**config.mk**
```make
export PLATFORM = sky130hd
export DESIGN_NAME = usb_ep_irq_agg
export DESIGN_NICKNAME = d
export VERILOG_FILES = /design/src/rtl/uep_pkg.sv /design/src/rtl/uep_frame_timer.sv /design/src/rtl/uep_ep_status.sv /design/src/rtl/uep_err_regs.sv /design/src/rtl/usb_ep_irq_agg.sv
export SDC_FILE = /design/constraint.sdc
export NUM_CORES = 1
export LEC_CHECK = 0
export BUFFER_PORTS_ARGS = -buffer_cell sky130_fd_sc_hd__buf_2
export CORE_MARGIN = 5
export CORE_UTILIZATION = 56
export DETAILED_ROUTE_END_ITERATION = 8
export HOLD_SLACK_MARGIN = 0.08
export PLACE_DENSITY = 0.77
export SLEW_MARGIN = 20
export SYNTH_ARGS = -nofsm -noshare
export SYNTH_HDL_FRONTEND = slang
export SYNTH_SLANG_ARGS = --single-unit
```
**constraint.sdc**
```tcl
create_clock -name clk -period 2.2 [get_ports clk]
set_clock_uncertainty 0.15 [all_clocks]
set_input_delay 0.11 -clock clk [delete_from_list [all_inputs] [get_ports clk]]
set_output_delay 0.11 -clock clk [all_outputs]
set_load 0.005 [all_outputs]
```
**src/rtl/uep_pkg.sv**
```systemverilog
package uep_pkg;
  localparam int unsigned DATA_W = 32;
  localparam int unsigned ADDR_W = 4;
  localparam int unsigned DEV_W  = 4;

  localparam logic [ADDR_W-1:0] A_EP_STAT  = 4'd0;
  localparam logic [ADDR_W-1:0] A_EP_CLR   = 4'd1;
  localparam logic [ADDR_W-1:0] A_EP_EN    = 4'd2;
  localparam logic [ADDR_W-1:0] A_EP_PRIO  = 4'd3;
  localparam logic [ADDR_W-1:0] A_DEV_STAT = 4'd4;
  localparam logic [ADDR_W-1:0] A_DEV_CLR  = 4'd5;
  localparam logic [ADDR_W-1:0] A_DEV_EN   = 4'd6;
  localparam logic [ADDR_W-1:0] A_ERR_STAT = 4'd7;
  localparam logic [ADDR_W-1:0] A_ERR_SET  = 4'd8;
  localparam logic [ADDR_W-1:0] A_ERR_CLR  = 4'd9;
  localparam logic [ADDR_W-1:0] A_MODE     = 4'd10;

  localparam int unsigned DV_FRAME = 0;
  localparam int unsigned DV_FAST  = 1;
  localparam int unsigned DV_SLOW  = 2;
  localparam int unsigned DV_SERR  = 3;

  // decides whether a raw endpoint pulse counts as an interrupt event
  function automatic logic qualify_evt(input logic is_iso, input logic is_in,
                                       input logic pkt, input logic nak,
                                       input logic nak_mode);
    logic nak_hit;
    nak_hit = is_in & nak_mode & nak;
    return ~is_iso & (pkt | nak_hit);
  endfunction

  // OR of the status bits picked out by a selection mask
  function automatic logic group_any(input logic [DATA_W-1:0] st,
                                     input logic [DATA_W-1:0] sel);
    return |(st & sel);
  endfunction
endpackage

```
**src/rtl/uep_frame_timer.sv**
```systemverilog
module uep_frame_timer #(
  parameter int unsigned TICK_CYCLES = 48000
) (
  input  logic clk,
  input  logic rst_n,
  output logic tick
);
  localparam int unsigned CW = $clog2(TICK_CYCLES + 1);
  localparam logic [CW-1:0] LAST = CW'(TICK_CYCLES - 1);

  logic [CW-1:0] cnt_q;

  assign tick = (cnt_q == LAST);

  always_ff @(posedge clk or negedge rst_n) begin
    if (!rst_n)    cnt_q <= '0;
    else if (tick) cnt_q <= '0;
    else           cnt_q <= cnt_q + 1'b1;
  end
endmodule

```
**src/rtl/uep_ep_status.sv**
```systemverilog
module uep_ep_status
  import uep_pkg::*;
#(
  parameter int unsigned NUM_EP   = 32,
  parameter logic [31:0] ISO_MASK = 32'h0000_0030
) (
  input  logic              clk,
  input  logic              rst_n,
  input  logic [NUM_EP-1:0] pkt_ok,
  input  logic [NUM_EP-1:0] nak,
  input  logic              nak_mode,
  input  logic [NUM_EP-1:0] ep_en,
  input  logic              clr_wr,
  input  logic [NUM_EP-1:0] clr_mask,
  output logic [NUM_EP-1:0] set_evt,
  output logic [NUM_EP-1:0] status
);
  for (genvar i = 0; i < NUM_EP; i++) begin : g_ep
    localparam logic IS_ISO = ISO_MASK[i];
    localparam logic IS_IN  = ((i % 2) == 1);

    assign set_evt[i] = ep_en[i] & qualify_evt(IS_ISO, IS_IN, pkt_ok[i], nak[i], nak_mode);

    always_ff @(posedge clk or negedge rst_n) begin
      if (!rst_n)                      status[i] <= 1'b0;
      else if (set_evt[i])             status[i] <= 1'b1;
      else if (clr_wr && clr_mask[i])  status[i] <= 1'b0;
    end
  end
endmodule

```
**src/rtl/uep_err_regs.sv**
```systemverilog
module uep_err_regs #(
  parameter int unsigned NUM_EP = 32,
  parameter int unsigned ERR_LO = 2
) (
  input  logic              clk,
  input  logic              rst_n,
  input  logic              set_wr,
  input  logic              clr_wr,
  input  logic [NUM_EP-1:0] wmask,
  output logic [NUM_EP-1:0] status
);
  for (genvar i = 0; i < NUM_EP; i++) begin : g_bit
    if (i < ERR_LO) begin : g_none
      assign status[i] = 1'b0;
    end else begin : g_reg
      logic bit_q;
      always_ff @(posedge clk or negedge rst_n) begin
        if (!rst_n)                  bit_q <= 1'b0;
        else if (set_wr && wmask[i]) bit_q <= 1'b1;
        else if (clr_wr && wmask[i]) bit_q <= 1'b0;
      end
      assign status[i] = bit_q;
    end
  end
endmodule

```
**src/rtl/usb_ep_irq_agg.sv**
```systemverilog
module usb_ep_irq_agg
  import uep_pkg::*;
#(
  parameter int unsigned NUM_EP      = 32,
  parameter logic [31:0] ISO_MASK    = 32'h0000_0030,
  parameter int unsigned TICK_CYCLES = 48000,
  parameter int unsigned ERR_LO      = 2
) (
  input  logic              clk,
  input  logic              rst_n,
  input  logic              bus_wr,
  input  logic [3:0]        bus_addr,
  input  logic [31:0]       bus_wdata,
  output logic [31:0]       bus_rdata,
  input  logic [NUM_EP-1:0] ep_pkt_ok,
  input  logic [NUM_EP-1:0] ep_nak,
  output logic              irq_lp
);
  logic [NUM_EP-1:0] ep_en_q, ep_prio_q, ep_st, ep_set_evt, err_st;
  logic [DEV_W-1:0]  dev_en_q, dev_st;
  logic              nak_mode_q, frame_q, frame_tick;
  logic              wr_ep_clr, wr_dev_clr, wr_err_set, wr_err_clr, err_wr_any;
  logic [NUM_EP-1:0] wmask;

  assign wmask      = bus_wdata[NUM_EP-1:0];
  assign wr_ep_clr  = bus_wr && (bus_addr == A_EP_CLR);
  assign wr_dev_clr = bus_wr && (bus_addr == A_DEV_CLR);
  assign wr_err_set = bus_wr && (bus_addr == A_ERR_SET);
  assign wr_err_clr = bus_wr && (bus_addr == A_ERR_CLR);
  assign err_wr_any = wr_err_set | wr_err_clr;

  uep_frame_timer #(.TICK_CYCLES(TICK_CYCLES)) u_timer (
    .clk(clk), .rst_n(rst_n), .tick(frame_tick)
  );

  uep_ep_status #(.NUM_EP(NUM_EP), .ISO_MASK(ISO_MASK)) u_ep (
    .clk(clk), .rst_n(rst_n), .pkt_ok(ep_pkt_ok), .nak(ep_nak),
    .nak_mode(nak_mode_q), .ep_en(ep_en_q), .clr_wr(wr_ep_clr),
    .clr_mask(wmask), .set_evt(ep_set_evt), .status(ep_st)
  );

  uep_err_regs #(.NUM_EP(NUM_EP), .ERR_LO(ERR_LO)) u_err (
    .clk(clk), .rst_n(rst_n), .set_wr(wr_err_set), .clr_wr(wr_err_clr),
    .wmask(wmask), .status(err_st)
  );

  // software-owned configuration registers
  always_ff @(posedge clk or negedge rst_n) begin
    if (!rst_n) begin
      ep_en_q    <= '0;
      ep_prio_q  <= '0;
      dev_en_q   <= '0;
      nak_mode_q <= 1'b0;
    end else if (bus_wr) begin
      case (bus_addr)
        A_EP_EN:   ep_en_q    <= wmask;
        A_EP_PRIO: ep_prio_q  <= wmask;
        A_DEV_EN:  dev_en_q   <= bus_wdata[DEV_W-1:0];
        A_MODE:    nak_mode_q <= bus_wdata[0];
        default:   ;
      endcase
    end
  end

  // sticky frame bit, tick wins over a clear in the same cycle
  always_ff @(posedge clk or negedge rst_n) begin
    if (!rst_n)                          frame_q <= 1'b0;
    else if (frame_tick)                 frame_q <= 1'b1;
    else if (wr_dev_clr && bus_wdata[0]) frame_q <= 1'b0;
  end

  logic [31:0] st_w, prio_w, err_w;
  assign st_w   = 32'(ep_st);
  assign prio_w = 32'(ep_prio_q);
  assign err_w  = 32'(err_st);

  always_comb begin
    dev_st           = '0;
    dev_st[DV_FRAME] = frame_q;
    dev_st[DV_FAST]  = group_any(st_w, prio_w);
    dev_st[DV_SLOW]  = group_any(st_w, ~prio_w);
    dev_st[DV_SERR]  = |err_st;
  end

  assign irq_lp = |(dev_st & dev_en_q);

  always_comb begin
    case (bus_addr)
      A_EP_STAT:  bus_rdata = st_w;
      A_EP_EN:    bus_rdata = 32'(ep_en_q);
      A_EP_PRIO:  bus_rdata = prio_w;
      A_DEV_STAT: bus_rdata = 32'(dev_st);
      A_DEV_EN:   bus_rdata = 32'(dev_en_q);
      A_ERR_STAT: bus_rdata = err_w;
      A_MODE:     bus_rdata = 32'(nak_mode_q);
      default:    bus_rdata = '0;
    endcase
  end
endmodule

```
Word level (Yosys, flattened, before mapping):

Index checks and enable logic that the tools add are counted.

* multiplexer cells: 124
* bitwise logic cells: 64
* $add $sub $neg: 1
* eq/ne operators: 11
* reduce and logical (&&, ||, !) cells: 165

Operator list (number)
* $pmux W32 S7: 1
* $mux W1: 122
* $reduce_bool A2 Y1: 61
* $logic_and A1 B1 Y1: 95
* $and A32 B32 Y32: 2
* $reduce_or A32 Y1: 2
* $and A1 B1 Y1: 45
* $not A32 Y32: 1
* $reduce_or A30 Y1: 1
* $add A16 B1 Y16 const B: 1
* $eq A16 B16 Y1 const B: 1
* $eq A4 B3 Y1 const B: 4
* $mux W16: 1
* $or A1 B1 Y1: 15
* $eq A4 B4 Y1 const B: 3
* $eq A4 B2 Y1 const B: 2
* $reduce_and A2 Y1: 4
* $and A4 B4 Y4: 1
* $eq A4 B1 Y1 const B: 1
* $logic_not A4 Y1: 1
* $reduce_or A4 Y1: 1

* logic and storage cells: 431
* bits of input ports: 103
* register bits after elaboration: 146

Longest topological paths before layout:

* depth after elaboration: 5
* depth in mapped cells: 7
* gate-level depth less buffers: 6

By module:

A second synthesis with hierarchy kept.

* cell total of the unflattened synthesis: 746
* area, all modules: 7820.0 µm²

Modules (own cells, without submodules)
* usb_ep_irq_agg: instances 1, area an instance 4141.5 µm², cells each 385, sequential area each 1751.7 µm²
* uep_ep_status: instances 1, area an instance 1455.1 µm², cells each 159, sequential area each 750.7 µm²
* uep_err_regs: instances 1, area an instance 1418.9 µm², cells each 129, sequential area each 750.7 µm²
* uep_frame_timer: instances 1, area an instance 804.5 µm², cells each 73, sequential area each 400.4 µm²

Least setup slack after synthesis:

Ideal clock, no wire load.

* path type: reg2reg
* start point: reg u_timer.cnt_q[0]
* end point: reg u_timer.cnt_q[11]
* data required time: 1.929 ns
* cell stages (with the launch flop): 8
* arrival: 1.512 ns
* setup time: 0.121 ns
* slack: 0.417 ns
* period minus slack after synthesis: 1.783 ns
* cells stage by stage: dfrtp_1 -> ha_1 -> and3_1 -> and3_1 -> clkbuf_1 -> and4_1 -> buf_2 -> nor2_1

* word-level cells in the longest chain between the ends: 2
* elaborated cells between the ends (all ways): 3
* classes of those cells: add/sub: 1; eq/ne: 1; mux: 1

Ends and longest elaborated chain
* start, declared: RTL line uep_frame_timer.sv:11 `logic [CW-1:0] cnt_q;`
* start signal, assigned: RTL line uep_frame_timer.sv:18 `else cnt_q <= cnt_q + 1'b1;`
* $add A16 B1 Y16 or $eq A16 B16 Y1 (tied branches): RTL line uep_frame_timer.sv:18, uep_frame_timer.sv:13
* $mux W16 *: RTL line uep_frame_timer.sv:17 `else if (tick) cnt_q <= '0;`

Mark *: on every way between the ends. The rest lies on a longest branch, timed or not.
A chain may end at the register's enable or synchronous reset.

Final worst setup path:

* start point: reg u_ep.status[17]
* end point: out irq_lp

* word-level cells in the longest chain between the ends: 4
* elaborated cells between the ends (all ways): 6
* classes of those cells: bitwise: 3; reduce/logical: 3

Ends and longest elaborated chain
* start, declared: RTL line uep_ep_status.sv:16 `output logic [NUM_EP-1:0] status`
* start signal, assigned by index: RTL line uep_ep_status.sv:25 `if (!rst_n) status[i] <= 1'b0;`
* start signal, assigned by index: RTL line uep_ep_status.sv:26 `else if (set_evt[i]) status[i] <= 1'b1;`
* start signal, assigned by index: RTL line uep_ep_status.sv:27 `else if (clr_wr && clr_mask[i]) status[i] <= 1'b0;`
* $and A32 B32 Y32: RTL line uep_pkg.sv:35 `return |(st & sel);`
* $reduce_or A32 Y1: RTL line uep_pkg.sv:35
* $and A4 B4 Y4 *: RTL line usb_ep_irq_agg.sv:85 `assign irq_lp = |(dev_st & dev_en_q);`
* $reduce_or A4 Y1 *: RTL line usb_ep_irq_agg.sv:85
* end, declared: RTL line usb_ep_irq_agg.sv:17 `output logic irq_lp`

Marks and branches as above.

==> results.txt <==
----------------------------------------------------
[Floorplanning]
  Placeable core region ... 12200 um^2
  Overall die area ... 14900 um^2
  DIE HEIGHT ... 122 um
  Effective utilization at floorplan ... 57.7%
  Die Width ... 122 um
  Number of core rows ... 40
  I/O pin cnt ... 136

[Timing]
  Worst-case hold slack ... 0.168 ns
  Relative slew margins ... 68.6%
  Shortest clock period the worst path allows after layout ... 2.42 ns
  Total of endpoints with negative setup slack in the final report ... 3
  Final hold vios ... 0
  RSZ-0062 raised after global routing ... yes
  Number of pins with negative max-slew slack in the final report ... 0
  Highest attainable clock frequency ... 414 MHz
  Fin worst setup slack ... -0.217 ns
  Slew at the pin with the worst max-slew slack ... 0.469 ns
  Period utilisation layout ... 110%

[Synthesis]
  Synth top area share ... 52.1%
  Most area-hungry cell type in the Yosys netlist ... sky130_fd_sc_hd__dfrtp_1
  Post-synthesis register bit count ... 146
  Synth top area cells ... sky130_fd_sc_hd__dfrtp_1 52%, sky130_fd_sc_hd__a22o_1 8.0%, sky130_fd_sc_hd__a22oi_1 7.1%
  Number of unique standard cell types used by synthesis ... 36
  Number of cells produced by synthesis ... 640
  Count of yosys warnings during synthesis ... 0
  Number of nets produced by synthesis ... 744
  Average footprint of a synthesized cell ... 11.0 um^2
  Area of the mapped netlist ... 7020 um^2
  Part of the Yosys area used for sequential elements ... 52.1%

[Worst setup path]
  Required time at the worst-slack endpoint ... 1.94 ns
  Critical path startpoint category ... flip-flop
  Category of the worst setup path capture point ... output port
  CP Data Arrival Time ... 2.16 ns
  Count of cells along the worst register-to-register path ... 4
  Worst reg2reg endpoint ... u_ep.status[7]
  Launching point of the worst reg2reg path ... nak_mode_q
  Crit Path Class ... reg2out
  Setup slack on the worst flop-to-flop path ... 0.16 ns
  Highest fanout seen on the critical path ... 4

[Final layout]
  Area occupied by registers ... 3660 um^2
  Count of placed standard cells in the final layout, fillers left out ... 1046
  Area of the multi-input gates ... 3250 um^2
  Most frequent standard cell in the layout excluding fill and tap cells ... sky130_fd_sc_hd__dfrtp_1
  Final Net Count ... 969
  Synthesis-to-layout area growth ... 37.7%
  Commonest cells after routing, fill and taps aside ... 141 x sky130_fd_sc_hd__dfrtp_1, 115 x sky130_fd_sc_hd__buf_2, 101 x sky130_fd_sc_hd__nand2_1, 96 x sky130_fd_sc_hd__dlygate4sd3_1, 64 x sky130_fd_sc_hd__a22o_1
  # fillers ... 749
  Ratio of cells with drive above 1 in the final layout ... 27.6%

[Placed design]
  Number of port buffers ... 116
  Placed insts ... 905
  GPL Wtd Cong ... 0.878
  Post-DP HPWL ... 13300 um

[Global route]
  Initial antenna violation count ... 0
  Maximum number of pins on one net before global-route repair ... 57
  GRT overflow ... 0
  Total global routing track utilization ... 30.4%
  Global-route wire length before repair ... 34600 um
  Vias in the first global route ... 6577

[Clocking]
  Clock transition at the registers of the reported paths ... 0.06 ns
  Number of buffers between clock root and the deepest sink ... 2
  CTS tree ... done
  TritonCTS buffer count ... 17
  Max H-tree Level ... 4
  Root buffer selected by CTS ... sky130_fd_sc_hd__clkbuf_16
  Num Clock Sinks ... 146
  Source-to-sink clock delay at the later pin of the worst-skew pair ... 0.43 ns

[Hold path]
  Hold Path Sink ... nak_mode_q
  Worst min-delay path class ... in2reg
  Hold Path Stages ... 4
  Launch instance of the worst min-delay path ... bus_addr[1]

[Run status]
  Result of the run ... complete, but fails checks
  Failing checks ... negative setup slack

[Power and ir drop]
  Post-layout power ... 8.04 mW
  Peak supply drop ... 0.624 mV
  PwrDens ... 833 nW/um^2
  Static leakage ... 4.70 nW

[Route]
  Routed len/inst ... 21.5 um
  Total via count in the routed design ... 6539
  Ratio of routed vias to standard cells ... 6.25
  Number of search-and-repair iterations in the first detailed-routing pass ... 7
  Routed Wire Length ... 22500 um
  ANT nets after route ... 0
  Number of design-rule violations left by the first detailed-router iteration ... 781
  Post-detailed-route DRC marker count ... 0

[Run]
  Maxcap violations ... 0

----------------------------------------------------
power breakdown:
part	internal [mW]	total (mW)	leakage (nW)	switching [mW]
Combinational	0.817	1.39	2.70	0.572
Sequential	3.17	3.76	1.71	0.597
Clock	1.78	2.89	0.294	1.11
worst max path at each step:
stage | start | slack (ns) | depth (start not counted) | endpoint
global placement | u_err.g_bit[29].g_reg.bit_q | 0.14 | 6 | irq_lp
CTS | u_ep.status[15] | -0.13 | 6 | irq_lp
global route | u_ep.status[17] | -0.26 | 6 | irq_lp
detailed placement | u_ep.status[15] | 0.17 | 6 | irq_lp
finish | u_ep.status[17] | -0.22 | 6 | irq_lp
floorplan | u_timer.cnt_q[0] | 0.42 | 7 | u_timer.cnt_q[11]
metrics by stage:
stage | instance area (um^2) | setup slack, ns | utilization, % | TNS (ns)
after floorplan | 7020 | 0.417 | - | 0
after global placement | 7860 | 0.145 | 64.7 | 0
after detailed placement | 7860 | 0.169 | 64.7 | 0
after CTS | 9570 | -0.126 | 78.7 | -0.126
after global routing | 9660 | -0.257 | 79.4 | -0.615
final | 9660 | -0.217 | 79.4 | -0.396
registers in the layout, indices dropped and copies added, names as in the netlist:
name	cells
frame_q	1
u_err.g_bit.g_reg.bit_q	30
u_timer.cnt_q	16
ep_prio_q	32
u_ep.status	30
nak_mode_q	1
ep_en_q	32
dev_en_q	4
worst max-delay path, cell delays in order, from the launching register on:
cell and delay (ns):
sky130_fd_sc_hd__dfrtp_2 0.45, sky130_fd_sc_hd__a22oi_2 0.25, sky130_fd_sc_hd__nand4_1 0.14, sky130_fd_sc_hd__nor2_1 0.14
sky130_fd_sc_hd__nand4_1 0.21, sky130_fd_sc_hd__a221o_1 0.40, sky130_fd_sc_hd__buf_2 0.14
synthesized netlist by cell type, drive strengths merged:
| cell type | number |
|---|---|
| a21o | 18 |
| a21oi | 2 |
| a221o | 1 |
| a221oi | 3 |
| a222oi | 2 |
| a22o | 64 |
| a22oi | 66 |
| and3 | 8 |
| and4 | 2 |
| buf | 25 |
| clkbuf | 8 |
| dfrtp | 146 |
| ha | 1 |
| inv | 29 |
| mux2 | 69 |
| mux2i | 2 |
| nand2 | 101 |
| nand2b | 4 |
| nand3 | 5 |
| nand3b | 2 |
| nand4 | 10 |
| nor2 | 15 |
| nor2b | 5 |
| nor3 | 8 |
| nor3b | 1 |
| nor4 | 10 |
| nor4b | 1 |
| o2111ai | 1 |
| o21ai | 4 |
| o22ai | 13 |
| xnor2 | 3 |
| xor2 | 11 |
layer usage:
metal	vias up	track usage, %	wire length (um)
met4	0	11.5	598
li1	2832	-	-
met5	-	0	0
met3	76	7.85	2110
met1	3214	38.5	8630
met2	417	50.5	11200
layout make-up:
class,count,share of cell area (%)
Antenna cell,1,0.0259
Clock buffer,18,4.55
Sequential cell,146,37.9
Clock inverter,13,1.48
Tap cell,168,2.18
Timing Repair Buffer,239,19.1
Multi-Input combinational cell,432,33.7
Inverter,29,1.13
what timing repair did:
action	CTS	global route
setup buffers	8	4
hold buffers	97	0
setup endpoints to repair	4	18
gates resized for setup	15	13
hold endpoints to repair	276	0
pin swaps	6	11
cells by family after synthesis:
family                     count (synthesis)  synth area share, %
AOI/OAI and AO/OA                        174                 19.5
DFF                                      146                 52.1
buffers and inverters                     62                 3.76
and+or+nand+nor                          172                 11.4
xor gates and xnor gates                  14                 1.75
muxes                                     71                 11.4
adders and majority gates                  1                0.178
No activity file was read; power rests on OpenSTA's default activity.
